<file path="src/rtl/lct_pkg.sv">
package lct_pkg;

  // Per-line update requests gathered in one cycle
  typedef struct packed {
    logic set_dirty;
    logic set_valid;
    logic clr_dirty;
    logic clr_valid;
  } line_upd_t;

endpackage

</file>
<file path="src/rtl/lct_snoop_map.sv">
module lct_snoop_map #(
  parameter int ADDR_W    = 32,
  parameter int NUM_LINES = 64,
  parameter int IDX_W     = $clog2(NUM_LINES),
  parameter int SHW       = $clog2(ADDR_W)
) (
  input  logic              snp_valid,
  input  logic [ADDR_W-1:0] snp_addr,
  input  logic [ADDR_W-1:0] region_base,
  input  logic [SHW-1:0]    pitch_shift,
  output logic              hit,
  output logic [IDX_W-1:0]  idx
);

  localparam logic [ADDR_W-1:0] LINES_A = ADDR_W'(NUM_LINES);

  logic [ADDR_W-1:0] offset;
  logic [ADDR_W-1:0] line_no;

  always_comb begin
    offset  = snp_addr - region_base;
    line_no = offset >> pitch_shift;
    hit     = snp_valid && (snp_addr >= region_base) && (line_no < LINES_A);
    idx     = line_no[IDX_W-1:0];
  end

endmodule

</file>
<file path="src/rtl/lct_bit_store.sv">
module lct_bit_store
  import lct_pkg::*;
#(
  parameter int NUM_LINES = 64,
  parameter int IDX_W     = $clog2(NUM_LINES)
) (
  input  logic                 clk,
  input  logic                 rst,
  input  logic                 snp_hit,
  input  logic [IDX_W-1:0]     snp_idx,
  input  logic                 cmp_set,
  input  logic [IDX_W-1:0]     cmp_idx,
  input  logic                 sw_clr_d,
  input  logic                 sw_clr_v,
  input  logic [IDX_W-1:0]     sw_idx,
  output logic [NUM_LINES-1:0] dirty_q,
  output logic [NUM_LINES-1:0] valid_q
);

  for (genvar i = 0; i < NUM_LINES; i++) begin : g_line
    line_upd_t upd;

    always_comb begin
      upd.set_dirty = snp_hit  && (snp_idx == IDX_W'(i));
      upd.set_valid = cmp_set  && (cmp_idx == IDX_W'(i));
      upd.clr_dirty = sw_clr_d && (sw_idx  == IDX_W'(i));
      upd.clr_valid = sw_clr_v && (sw_idx  == IDX_W'(i));
    end

    always_ff @(posedge clk) begin
      if (rst) begin
        dirty_q[i] <= 1'b0;
        valid_q[i] <= 1'b0;
      end else begin
        // hardware sets take priority over software clears
        if (upd.set_dirty)      dirty_q[i] <= 1'b1;
        else if (upd.clr_dirty) dirty_q[i] <= 1'b0;

        // a write landing together with a good result makes the copy stale
        if (upd.set_dirty && upd.set_valid) valid_q[i] <= 1'b0;
        else if (upd.set_valid)             valid_q[i] <= 1'b1;
        else if (upd.clr_valid)             valid_q[i] <= 1'b0;
      end
    end
  end

endmodule

</file>
<file path="src/rtl/lct_frame_phase.sv">
module lct_frame_phase (
  input  logic clk,
  input  logic rst,
  input  logic static_en,
  input  logic sof,
  output logic phase_q
);

  always_ff @(posedge clk) begin
    if (rst || !static_en) phase_q <= 1'b0;
    else if (sof)          phase_q <= ~phase_q;
  end

endmodule

</file>
<file path="src/rtl/line_coherency_tracker.sv">
module line_coherency_tracker #(
  parameter int ADDR_W    = 32,
  parameter int NUM_LINES = 64,
  parameter int IDX_W     = $clog2(NUM_LINES),
  parameter int SHW       = $clog2(ADDR_W)
) (
  input  logic              clk,
  input  logic              rst,
  input  logic [ADDR_W-1:0] region_base,
  input  logic [SHW-1:0]    pitch_shift,
  input  logic              static_en,
  input  logic              sof,
  input  logic              snp_valid,
  input  logic [ADDR_W-1:0] snp_addr,
  input  logic              cmp_valid,
  input  logic [IDX_W-1:0]  cmp_line,
  input  logic              cmp_ok,
  input  logic              fq_valid,
  input  logic [IDX_W-1:0]  fq_line,
  input  logic              sw_en,
  input  logic              sw_we,
  input  logic [IDX_W-1:0]  sw_line,
  input  logic              sw_clr_dirty,
  input  logic              sw_clr_valid,
  output logic              fr_valid,
  output logic              fr_from_cmp,
  output logic              sw_rd_ack,
  output logic              sw_rd_dirty,
  output logic              sw_rd_valid,
  output logic              static_phase
);

  logic                 snp_hit;
  logic [IDX_W-1:0]     snp_idx;
  logic [NUM_LINES-1:0] dirty_q;
  logic [NUM_LINES-1:0] valid_q;
  logic                 sw_wr;
  logic                 sw_rd;
  logic                 use_cmp;

  assign sw_wr = sw_en && sw_we;
  assign sw_rd = sw_en && !sw_we;

  lct_snoop_map #(
    .ADDR_W(ADDR_W), .NUM_LINES(NUM_LINES), .IDX_W(IDX_W), .SHW(SHW)
  ) u_map (
    .snp_valid  (snp_valid),
    .snp_addr   (snp_addr),
    .region_base(region_base),
    .pitch_shift(pitch_shift),
    .hit        (snp_hit),
    .idx        (snp_idx)
  );

  lct_bit_store #(
    .NUM_LINES(NUM_LINES), .IDX_W(IDX_W)
  ) u_store (
    .clk     (clk),
    .rst     (rst),
    .snp_hit (snp_hit),
    .snp_idx (snp_idx),
    .cmp_set (cmp_valid && cmp_ok),
    .cmp_idx (cmp_line),
    .sw_clr_d(sw_wr && sw_clr_dirty),
    .sw_clr_v(sw_wr && sw_clr_valid),
    .sw_idx  (sw_line),
    .dirty_q (dirty_q),
    .valid_q (valid_q)
  );

  lct_frame_phase u_phase (
    .clk      (clk),
    .rst      (rst),
    .static_en(static_en),
    .sof      (sof),
    .phase_q  (static_phase)
  );

  // static frames look at the valid flag alone
  always_comb begin
    use_cmp = valid_q[fq_line] && (!dirty_q[fq_line] || static_phase);
  end

  always_ff @(posedge clk) begin
    if (rst) begin
      fr_valid    <= 1'b0;
      fr_from_cmp <= 1'b0;
      sw_rd_ack   <= 1'b0;
      sw_rd_dirty <= 1'b0;
      sw_rd_valid <= 1'b0;
    end else begin
      fr_valid    <= fq_valid;
      fr_from_cmp <= fq_valid && use_cmp;
      sw_rd_ack   <= sw_rd;
      sw_rd_dirty <= sw_rd && dirty_q[sw_line];
      sw_rd_valid <= sw_rd && valid_q[sw_line];
    end
  end

endmodule

</file>
<file path="config.mk">
export PLATFORM = sky130hd
export DESIGN_NAME = line_coherency_tracker
export DESIGN_NICKNAME = d
export VERILOG_FILES = /design/src/rtl/lct_pkg.sv /design/src/rtl/lct_snoop_map.sv /design/src/rtl/lct_bit_store.sv /design/src/rtl/lct_frame_phase.sv /design/src/rtl/line_coherency_tracker.sv
export SDC_FILE = /design/constraint.sdc
export NUM_CORES = 1
export LEC_CHECK = 0
export BUFFER_PORTS_ARGS = -buffer_cell sky130_fd_sc_hd__buf_2
export CAP_MARGIN = 20
export CELL_PAD_IN_SITES_DETAIL_PLACEMENT = 2
export CELL_PAD_IN_SITES_GLOBAL_PLACEMENT = 2
export CORE_AREA = 2 2 233 235
export CTS_CLUSTER_SIZE = 20
export DETAILED_ROUTE_END_ITERATION = 8
export DIE_AREA = 0 0 235 237
export HOLD_SLACK_MARGIN = 0.15
export PLACE_DENSITY_LB_ADDON = 0.1
export SETUP_SLACK_MARGIN = 0.4
export SLEW_MARGIN = 20
export SYNTH_ARGS = -nofsm -noshare
export SYNTH_HDL_FRONTEND = slang
export SYNTH_SLANG_ARGS = --single-unit
export TNS_END_PERCENT = 50
</file>
<file path="constraint.sdc">
create_clock -name clk -period 7.61 [get_ports clk]
set_input_delay 1.9025 -clock clk [delete_from_list [all_inputs] [get_ports clk]]
set_output_delay 1.9025 -clock clk [all_outputs]
set_load 0.01 [all_outputs]
</file>
==> out/metrics.yaml, run 1 <==
clock_network:
  cts_resized: 0
  clockBufferDepth: 2
  cts_root_buffer: "clkbuf_16"
  postCtsHoldBufs: 0
  htreeDepth: 4
  cts_inserted_buffers: 17
  clock-sinks: 134
  cts_tree: "done"
  clk_latency_ns: 0.45
  clk_pin_slew_ns: 0.06
  postCtsSetupBuffers: 0
finish:
  final.fill_count: 6146
  finalNetCount: 1807
  drive_above_1_share_pct: 17.7
  area_growth_pct: 13.1
logic_synthesis:
  synth-seq-cells: 134
  syn_nets: 1786
  synthTopCellsByArea: "dfxtp_1 20%, mux4_2 14%, o21ai_0 7.3%, o31ai_1 4.1%, nand2_1 4.0%"
  ys_top_cells_by_count: "194 x o21ai_0, 141 x nand2_1, 134 x dfxtp_1"
  syn_area_sq_um: 13200
  ys_warn_count: 0
  synth.most_common_cell: "o21ai_0"
  avgSynthCellArea_sq_um: 8.00
  synth_cells: 1653
  async_reset_ff_share_pct: 0
  synth_edf_count: 0
  synth-seq-area-share_pct: 20.3
  synth_flop_cell: "dfxtp_1"
  synth_top_cell_by_area: "dfxtp_1"
  yosys.area.top_type_share_pct: 20.3
  synth.distinct_cells: 97
sta:
  slew_headroom_pct: 26.9
  finalHoldViolCount: 0
  fin_crit_ns: 6.64
  report.final.slew_viol_count: 0
  max_clock_freq_ghz: 0.151
  skew_ns: 0.00483
  tns_ns: 0
  rsz0062_at_grt: "no"
  final.period_utilization_pct: 87.2
  tightest_slew_ns: 1.09
  setup_viol: 0
global_routing:
  grt_max_degree: 70
  grt_pass1_vias: 15000
  globalRouteOverflowTotal: 0
  grt_pass1_wl_um: 101000
  antenna_found_initial: 0
  grt_usage_pct: 23.8
power_and_ir_drop:
  power_w: 0.00241
  p_leak_nw: 5.14
  irDropWorstVdd_mv: 0.178
  swShare_pct: 38.1
  p_seq_share_pct: 29.3
  pwr-share-comb_pct: 33.1
  p_int_w: 0.00149
  pwr-share-clk_pct: 37.7
  p_per_area_nw_per_um2: 161
  switching_power_w: 0.000917
routing:
  drc: 0
  routed_wl_um: 66800
  drt_iter0_markers: 985
  antenna_left: 0
  firstDrtPassIters: 5
  wire_per_inst_um: 28.0
  post_drt_via_cell_ratio: 5.98
  num_vias: 14300
die:
  die_h_um: 237
  die-area_sq_um: 55700
  coreArea_sq_um: 53300
  start_util_pct: 24.8
  num_io_pins: 105
  die_w_um: 235
  rows: 85
worst_setup_path:
  cp_num_buf_inv: 2
  cp-end-kind: "flip-flop"
  cp.required_ns: 7.94
  crit_arrival_ns: 6.97
  worstSetupPathType: "input port to flip-flop"
  startpoint_type: "input port"
  crit_slowest_cell: "o31ai_1"
  path_max_fanout: 16
  cpPeakStageDelay_ns: 0.63
  cp_cell_sequence: "buf_2 > inv_1 > ha_1 > a21oi_1 > o21ai_1 > nand2_1 > a311oi_1 > o31ai_1 > nand2_1 > mux4_2 > o21ai_1 > a21boi_1 > o22a_1 > nand2b_1 > o41a_1"
  critical_path.top_delay_family: "compound AO/OA/AOI/OAI gates"
  r2r_slack_ns: 5.41
placement:
  hpwl_um: 49900
  gp_congestion: 0.833
  portBuffers: 104
job:
  maxCapViolCount: 0
status:
  status: "completed"
worst_hold_path:
  hold_path.class: "flip-flop to flip-flop"
==> placed cells by master, fill, tap and decap left out, drive strengths merged, types with 51 or more instances in the layout <==
master	instances
a21oi	98
buf	143
dfxtp	134
mux4	85
nand2	141
nand2b	51
nor2	83
nor2b	79
o21ai	209
o31ai	73
==> worst min-delay path: cells and delay by family, from the launching register on <==
kind / cells / cell delay, ns
AO/OA/AOI/OAI: 1 / 0.05
buffers and inverters: 1 / 0.06
flip-flops: 1 / 0.33
==> routing by layer <==
metal  vias to the layer above  share of wire [%]  track usage, %
met5                         -                  0               0
met2                       293                 43            35.5
met3                        61                3.4            2.52
met1                      7480                 52            36.6
li1                       6433                  -               -
met4                         0                1.4            4.87
==> stage by stage <==
stage	util [%]	hold slack, ns	instances	cell area, sq um	setup WS, ns
floorplan	-	0.488	1653	13200	1.78
global placement	26.9	0.473	2351	14300	0.557
detailed placement	26.9	0.479	2351	14300	0.611
CTS	28.0	0.489	2383	14900	1.07
global route	28.0	0.517	2383	14900	0.557
finish	28.1	0.483	2384	14900	0.972
==> sequential cells by signal, summed over array words and instances (netlist names) <==
name / count
u_store.dirty_q: 64
u_store.valid_q: 64
fr_from_cmp: 1
fr_valid: 1
sw_rd_ack: 1
sw_rd_dirty: 1
sw_rd_valid: 1
u_phase.phase_q: 1
==> layout make-up <==
class	instances	area, sq um	area share [%]
diodes	1	2.50	0.0167
clock buffers	23	488	3.26
inverters	46	173	1.16
multi-input cells	1332	9790	65.5
clock inverters	9	123	0.820
flip-flops and latches	134	2680	17.9
repair buffers	143	816	5.46
well taps	696	871	5.83
==> logic make-up (layout without fill, tap and decap cells) <==
group,count (synthesis),count (layout),synth area share [%]
buf+inv,187,221,5.76
flops,134,134,20.3
compound gates,644,644,33.1
simple gates,540,540,21.0
other cells,0,1,0
fa+ha+maj,34,34,3.28
mux,100,100,15.7
xor+xnor,14,14,0.928
==> final timing paths <==
kind	end	depth (start not counted)	startpoint
setup / recovery	u_store.valid_q[29]$_SDFFE_PP0P_	15	region_base[7]
hold / removal	fr_from_cmp$_SDFF_PP0_	2	u_phase.phase_q$_SDFFE_PP0P_
setup reg to reg	sw_rd_valid$_SDFF_PP0_	4	u_store.valid_q[63]$_SDFFE_PP0P_
hold reg to reg	fr_from_cmp$_SDFF_PP0_	2	u_phase.phase_q$_SDFFE_PP0P_
==> power by group through the flow <==
stage	Clock (W)	Sequential (W)	Combinational, W
2_1_floorplan	0	0.000721	0.000494
3_3_place_gp	0	0.000721	0.000778
3_5_place_dp	0	0.000721	0.000785
4_1_cts	0.000917	0.000705	0.000790
5_1_grt	0.000943	0.000705	0.000863
6_report	0.000908	0.000705	0.000796
Power figures use the tool's default switching activity.
==> inputs of run 2 (changes only) <==
- RECOVER_POWER: default -> 100
==> out/metrics.yaml, run 2 (synthesis gave the netlist of run 1 again) <==
die:
  rows: 85  # unchanged
  die_h_um: 237  # unchanged
  num_io_pins: 105  # unchanged
  start_util_pct: 24.8  # unchanged
  coreArea_sq_um: 53300  # unchanged
  die_w_um: 235  # unchanged
  die-area_sq_um: 55700  # unchanged
global_routing:
  grt_max_degree: 70  # unchanged
  grt_usage_pct: 23.8  # unchanged
  globalRouteOverflowTotal: 0  # unchanged
  antenna_found_initial: 0  # unchanged
  grt_pass1_wl_um: 101000  # unchanged
  grt_pass1_vias: 15000  # unchanged
power_and_ir_drop:
  p_int_w: 0.00149  # about the same
  p_seq_share_pct: 29.3  # about the same
  pwr-share-clk_pct: 37.7  # about the same
  pwr-share-comb_pct: 33.0  # about the same
  irDropWorstVdd_mv: 0.177  # -0.38%
  power_w: 0.00241  # -0.15%
  swShare_pct: 38.0  # -0.074 points
  p_leak_nw: 5.11  # -0.74%
  switching_power_w: 0.000914  # -0.35%
  p_per_area_nw_per_um2: 161  # about the same
routing:
  firstDrtPassIters: 5  # unchanged
  antenna_left: 0  # unchanged
  wire_per_inst_um: 28.0  # about the same
  routed_wl_um: 66800  # about the same
  num_vias: 14200  # -0.18%
  drc: 0  # unchanged
  post_drt_via_cell_ratio: 5.98  # -0.14%
  drt_iter0_markers: 1004  # +1.9%
finish:
  area_growth_pct: 12.9
  final_common_cell: "o21ai_0"
  layout_common_cells: "194 x o21ai_0, 141 x nand2_1, 134 x dfxtp_1, 97 x buf_2, 92 x a21oi_1"
  drive_above_1_share_pct: 17.2  # -0.47 points
  finalNetCount: 1807  # unchanged
  final.fill_count: 6155  # +0.15%
  final_core_util_pct: 28.0  # -0.049 points
  top_regs: "u_store.dirty_q (64), u_store.valid_q (64)"
  n_antenna_cell: 0  # -1
sta:
  holdWs_ns: 0.484  # +0.000383 ns
  rsz0062_at_grt: "no"
  fin_crit_ns: 6.81  # +0.170 ns
  slew_headroom_pct: -122  # -150 points
  max_clock_freq_ghz: 0.147  # -2.5%
  report.final.slew_viol_count: 70  # +70
  skew_ns: 0.00488  # +0.0000505 ns
  tns_ns: 0  # unchanged
  tightest_slew_ns: 3.32  # +2.23 ns
  final.period_utilization_pct: 89.5  # +2.2 points
  finalHoldViolCount: 0  # unchanged
  setup_viol: 0  # unchanged
clock_network:
  htreeDepth: 4  # unchanged
  cts_resized: 0  # unchanged
  clockBufferDepth: 2  # unchanged
  cts_tree: "done"
  postCtsSetupBuffers: 0  # unchanged
  clk_pin_slew_ns: 0.06  # about the same
  postCtsHoldBufs: 0  # unchanged
  clock-sinks: 134  # unchanged
  cts_inserted_buffers: 17  # unchanged
  clk_latency_ns: 0.45  # about the same
  cts_root_buffer: "clkbuf_16"
worst_setup_path:
  reg2reg_to: "sw_rd_valid$_SDFF_PP0_"
  cp.required_ns: 7.94  # about the same
  cp_cell_sequence: "buf_2 > inv_1 > ha_1 > o211ai_2 > a21oi_4 > o211ai_1 > a311oi_1 > o31ai_1 > nand2_1 > mux4_2 > o21ai_1 > a21boi_1 > o22a_1 > nand2b_1 > o41a_1"
  cp_num_buf_inv: 2  # unchanged
  crit_arrival_ns: 7.14  # +0.17 ns
  startpoint: "region_base[3]"
  critical_path.top_delay_family: "compound AO/OA/AOI/OAI gates"
  cpPeakStageDelay_ns: 0.75  # +0.12 ns
  reg2reg_depth: 4  # unchanged
  cp-end-kind: "flip-flop"
  crit_slowest_cell: "o211ai_1"
  startpoint_type: "input port"
  worstSetupPathType: "input port to flip-flop"
  rr_startpoint: "u_store.valid_q[63]$_SDFFE_PP0P_"
  cp.depth: 15  # unchanged
  r2r_slack_ns: 5.42  # about the same
  path_max_fanout: 16  # unchanged
placement:
  gp_congestion: 0.833  # unchanged
  portBuffers: 104  # unchanged
  hpwl_um: 49900  # unchanged
worst_hold_path:
  min_to: "fr_from_cmp$_SDFF_PP0_"
  hold_start: "u_phase.phase_q$_SDFFE_PP0P_"
  hold_path.class: "flip-flop to flip-flop"
  min_path_cells: 2  # unchanged
status:
  status: "finished with violations"
  violations: "max-capacitance violations, max-slew violations"
job:
  maxCapViolCount: 1  # +1
[run 2: power by group through the flow]
stage	Combinational, W	Clock, W	Sequential (W)
after floorplan	0.000494	0	0.000721
after global placement	0.000778	0	0.000721
after detailed placement	0.000785	0	0.000721
after CTS	0.000790	0.000917	0.000705
after global routing	0.000862	0.000943	0.000705
final	0.000794	0.000906	0.000705
[run 2: per-layer routing]
| layer | track usage (%) | wire [um] | share of wire (%) |
|---|---|---|---|
| met5 | 0 | 0 | 0 |
| met4 | 4.87 | 986 | 1.5 |
| met3 | 2.52 | 2470 | 3.7 |
| met2 | 35.5 | 28700 | 43 |
| met1 | 36.6 | 34600 | 52 |
[run 2: cell type report]
type	instances	area (sq um)	share of cell area, %
Sequential cell	134	2680	18.0
Clock buffer	23	488	3.27
Inverter	46	173	1.16
Tap cell	696	871	5.84
Timing Repair Buffer	143	797	5.34
Clock inverter	9	123	0.822
Multi-Input combinational cell	1332	9790	65.6
[run 2: through the flow]
step / instances / instance area, sq um / worst slack [ns]
2_1_floorplan: 1653 / 13200 / 1.78
3_3_place_gp: 2351 / 14300 / 0.557
3_5_place_dp: 2351 / 14300 / 0.611
4_1_cts: 2383 / 14900 / 1.07
5_1_grt: 2383 / 14900 / 0.340
6_report: 2383 / 14900 / 0.802
[run 2: worst max path at each step]
stage               slack [ns]                          endpoint
global route              0.34  u_store.dirty_q[58]$_SDFFE_PP0P_
finish                    0.80  u_store.valid_q[29]$_SDFFE_PP0P_
floorplan                 1.78  u_store.valid_q[31]$_SDFFE_PP0P_
CTS                       1.07  u_store.valid_q[29]$_SDFFE_PP0P_
detailed placement        0.61  u_store.valid_q[19]$_SDFFE_PP0P_
global placement          0.56  u_store.valid_q[22]$_SDFFE_PP0P_
[run 2: worst register-to-register path: cells and delay by family, from the launching register on]
family / cells / cell delay [ns]
multiplexers: 3 / 1.59
flip-flops: 1 / 0.34
AND/OR/NAND/NOR: 1 / 0.16
==> inputs of run 3 (changes only) <==
- CORE_AREA: 2 2 233 235 -> 2 2 231 233
- DIE_AREA: 0 0 235 237 -> 0 0 233 235
- SYNTH_HIERARCHICAL: default -> 1
==> out/metrics.yaml, run 3 <==
status:
  status: "finished with violations"
  violations: "max-capacitance violations, max-slew violations"
sta:
  worst_slack_ns: 0.715  # -0.0877 ns
  tns_ns: 0  # unchanged
  rsz0062_at_grt: "no"
  finalHoldViolCount: 0  # unchanged
  tightest_slew_ns: 3.31  # -0.0133 ns
  slew_headroom_pct: -121  # +0.89 points
  holdWs_ns: 0.491  # +0.00781 ns
  report.final.slew_viol_count: 68  # -2.9%
  max_clock_freq_ghz: 0.145  # -1.3%
  skew_ns: 0.00897  # +0.00409 ns
  final.period_utilization_pct: 90.6  # +1.2 points
  fin_crit_ns: 6.90  # +0.0877 ns
  setup_viol: 0  # unchanged
power_and_ir_drop:
  p_int_w: 0.00156  # +4.4%
  p_seq_share_pct: 29.5  # +0.2 points
  irDropWorstVdd_mv: 0.0824  # -54%
  p_leak_nw: 5.38  # +5.3%
  p_per_area_nw_per_um2: 165  # +2.6%
  switching_power_w: 0.000837  # -8.4%
  swShare_pct: 35.0  # -3.0 points
  pwr-share-clk_pct: 38.8  # +1.1 points
  pwr-share-comb_pct: 31.7  # -1.3 points
routing:
  firstDrtPassIters: 5  # unchanged
  wl_met3_um: 1310  # -47%
  wl_met1_um: 24400  # -30%
  wire_per_inst_um: 25.3  # -9.8%
  routed.top_layer: "met5"
  drc: 0  # unchanged
  met2_wirelength_um: 30300  # +5.8%
  post_drt_via_cell_ratio: 5.72  # -4.2%
  antenna_left: 0  # unchanged
  routed_wl_um: 57800  # -13%
  drt_iter0_markers: 551  # -45%
  num_vias: 13100  # -8.1%
logic_synthesis:
  synth_flop_cell: "dfxtp_1"
  synth.most_common_cell: "nand2_1"
  synth-seq-area-share_pct: 20.7  # +0.45 points
  synth_top_cell_by_area: "dfxtp_1"
  async_reset_ff_share_pct: 0  # unchanged
  synth.distinct_cells: 97  # unchanged
  avgSynthCellArea_sq_um: 8.17  # +2.1%
  ys_top_cells_by_count: "209 x nand2_1, 195 x a21oi_1, 134 x dfxtp_1"
  ys_warn_count: 6  # +6
  syn_area_sq_um: 12900  # -2.2%
  synth_cells: 1583  # -4.2%
  synth_edf_count: 0  # unchanged
  synth-seq-cells: 134  # unchanged
  yosys.area.top_type_share_pct: 20.7  # +0.45 points
  syn_nets: 1715  # -4.0%
  synthTopCellsByArea: "dfxtp_1 21%, mux4_2 13%, a21oi_1 7.5%, nand2_1 6.1%, a41o_1 5.0%"
clock_network:
  postCtsSetupBuffers: 0  # unchanged
  cts_inserted_buffers: 17  # unchanged
  cts_tree: "done"
  cts_resized: 0  # unchanged
  clk_pin_slew_ns: 0.07  # about the same
  cts_root_buffer: "clkbuf_16"
  clockBufferDepth: 2  # unchanged
  clock-sinks: 134  # unchanged
  postCtsHoldBufs: 0  # unchanged
  htreeDepth: 4  # unchanged
  clk_latency_ns: 0.44  # about the same
finish:
  final_area_sq_um: 14500  # -3.0%
  layout_common_cells: "209 x nand2_1, 199 x a21oi_1, 134 x dfxtp_1, 112 x o21ai_0, 97 x buf_2"
  top_regs: "u_store/dirty_q (64), u_store/valid_q (64)"
  final_common_cell: "nand2_1"
  final_core_util_pct: 27.7  # -0.29 points
  finalNetCount: 1717  # -5.0%
  drive_above_1_share_pct: 18.2  # +1.0 points
  n_antenna_cell: 0  # unchanged
  area_growth_pct: 12.0
placement:
  portBuffers: 104  # unchanged
  hpwl_um: 42300  # -15%
  place_area_sq_um: 13900  # -3.3%
  gp_congestion: 0.801  # -3.9%
  dp_slack_ns: 0.420  # -0.190 ns
die:
  start_util_pct: 24.8  # -0.054 points
  die_w_um: 233  # -0.85%
  die_h_um: 235  # -0.84%
  coreArea_sq_um: 52200  # -2.0%
  die-area_sq_um: 54800  # -1.7%
  rows: 84  # -1.2%
  num_io_pins: 105  # unchanged
worst_setup_path:
  worstSetupPathType: "input port to flip-flop"
  cp-end-kind: "flip-flop"
  startpoint_type: "input port"
  cp.required_ns: 7.94  # about the same
  crit_arrival_ns: 7.23  # +0.09 ns
  path_max_fanout: 32  # +16
worst_hold_path:
  hold_path.class: "flip-flop to flip-flop"
global_routing:
  grt_pass1_vias: 14200  # -5.5%
  grt_max_degree: 68  # -2.9%
  antenna_found_initial: 1  # +1
  globalRouteOverflowTotal: 0  # unchanged
  grt_pass1_wl_um: 88800  # -12%
  grt_usage_pct: 21.0  # -2.8 points
job:
  maxCapViolCount: 1  # unchanged
[run 3: cell count changes after synthesis, sizes merged, moves of 16 or more]
cell    before  now
nor2b       79    5
a21oi       98  200
o21ai      209  167
nand3       45   23
buf         45   88
mux2i       11   34
nand2b      51    8
a41o         1   64
a31oi       32    8
clkbuf      96   70
o41a        16    0
nor3        46   21
o31ai       73    4
nand2      141  209
[run 3: power groups by stage]
stage | clock [W] | combinational (W) | sequential (W)
6_report | 0.000930 | 0.000758 | 0.000706
4_1_cts | 0.000952 | 0.000770 | 0.000706
2_1_floorplan | 0 | 0.000522 | 0.000722
5_1_grt | 0.000981 | 0.000832 | 0.000706
3_3_place_gp | 0 | 0.000758 | 0.000722
3_5_place_dp | 0 | 0.000766 | 0.000722
[run 3: metal layers]
metal  vias to the layer above  track usage (%)
li1                       6050                -
met1                      6729             25.3
met2                       225             38.8
met3                        76             1.89
met4                         2             6.89
met5                         -                0
[run 3: kinds of logic after synthesis]
| logic type | Yosys count | share of synthesized area, % |
|---|---|---|
| xor gates and xnor gates | 22 | 1.49 |
| buffers and inverters | 207 | 7.59 |
| and+or+nand+nor | 470 | 20.3 |
| DFF | 134 | 20.7 |
| muxes | 120 | 16.6 |
| adders and majority gates | 33 | 3.25 |
| AOI/OAI and AO/OA | 597 | 30.1 |
[run 3: worst max-delay path, stage by stage]
cell	delay, ns
buf_2	0.09
inv_1	0.05
ha_1	0.15
inv_1	0.05
fa_1	0.41
a211oi_1	0.37
o21a_1	0.26
o21ai_0	0.24
a22oi_1	0.56
a2111oi_0	0.36
and2_1	0.24
o21ai_0	0.20
o311ai_0	0.30
a2111oi_0	0.49
nand4b_1	0.18
a2111oi_2	0.50
and3b_1	0.28
buf_12	0.25
nand2_1	0.17
a21oi_1	0.15
[run 3: worst paths after layout]
kind	startpoint	to	slack, ns	cells after the start
hold reg to reg	u_store/valid_q[12]$_SDFFE_PP0P_	u_store/valid_q[12]$_SDFFE_PP0P_	0.49	2
setup reg to reg	u_store/valid_q[31]$_SDFFE_PP0P_	fr_from_cmp$_SDFF_PP0_	5.57	5
setup / recovery	snp_addr[0]	u_store/dirty_q[39]$_SDFFE_PP0P_	0.71	20
hold / removal	u_store/valid_q[12]$_SDFFE_PP0P_	u_store/valid_q[12]$_SDFFE_PP0P_	0.49	2
[run 3: cell type report]
cell class | count | area (sq um)
fill | 5966 | 37800
tap | 688 | 861
multi-input combinational | 1242 | 9260
inverter | 49 | 184
timing repair buffer | 141 | 840
sequential | 134 | 2680
clock inverter | 11 | 170
clock buffer | 21 | 480
[run 3: per-stage QoR]
stage / power, W / instances
floorplan: 0.00124 / 1583
global placement: 0.00148 / 2254
detailed placement: 0.00149 / 2254
CTS: 0.00243 / 2286
global route: 0.00252 / 2286
finish: 0.00239 / 2286
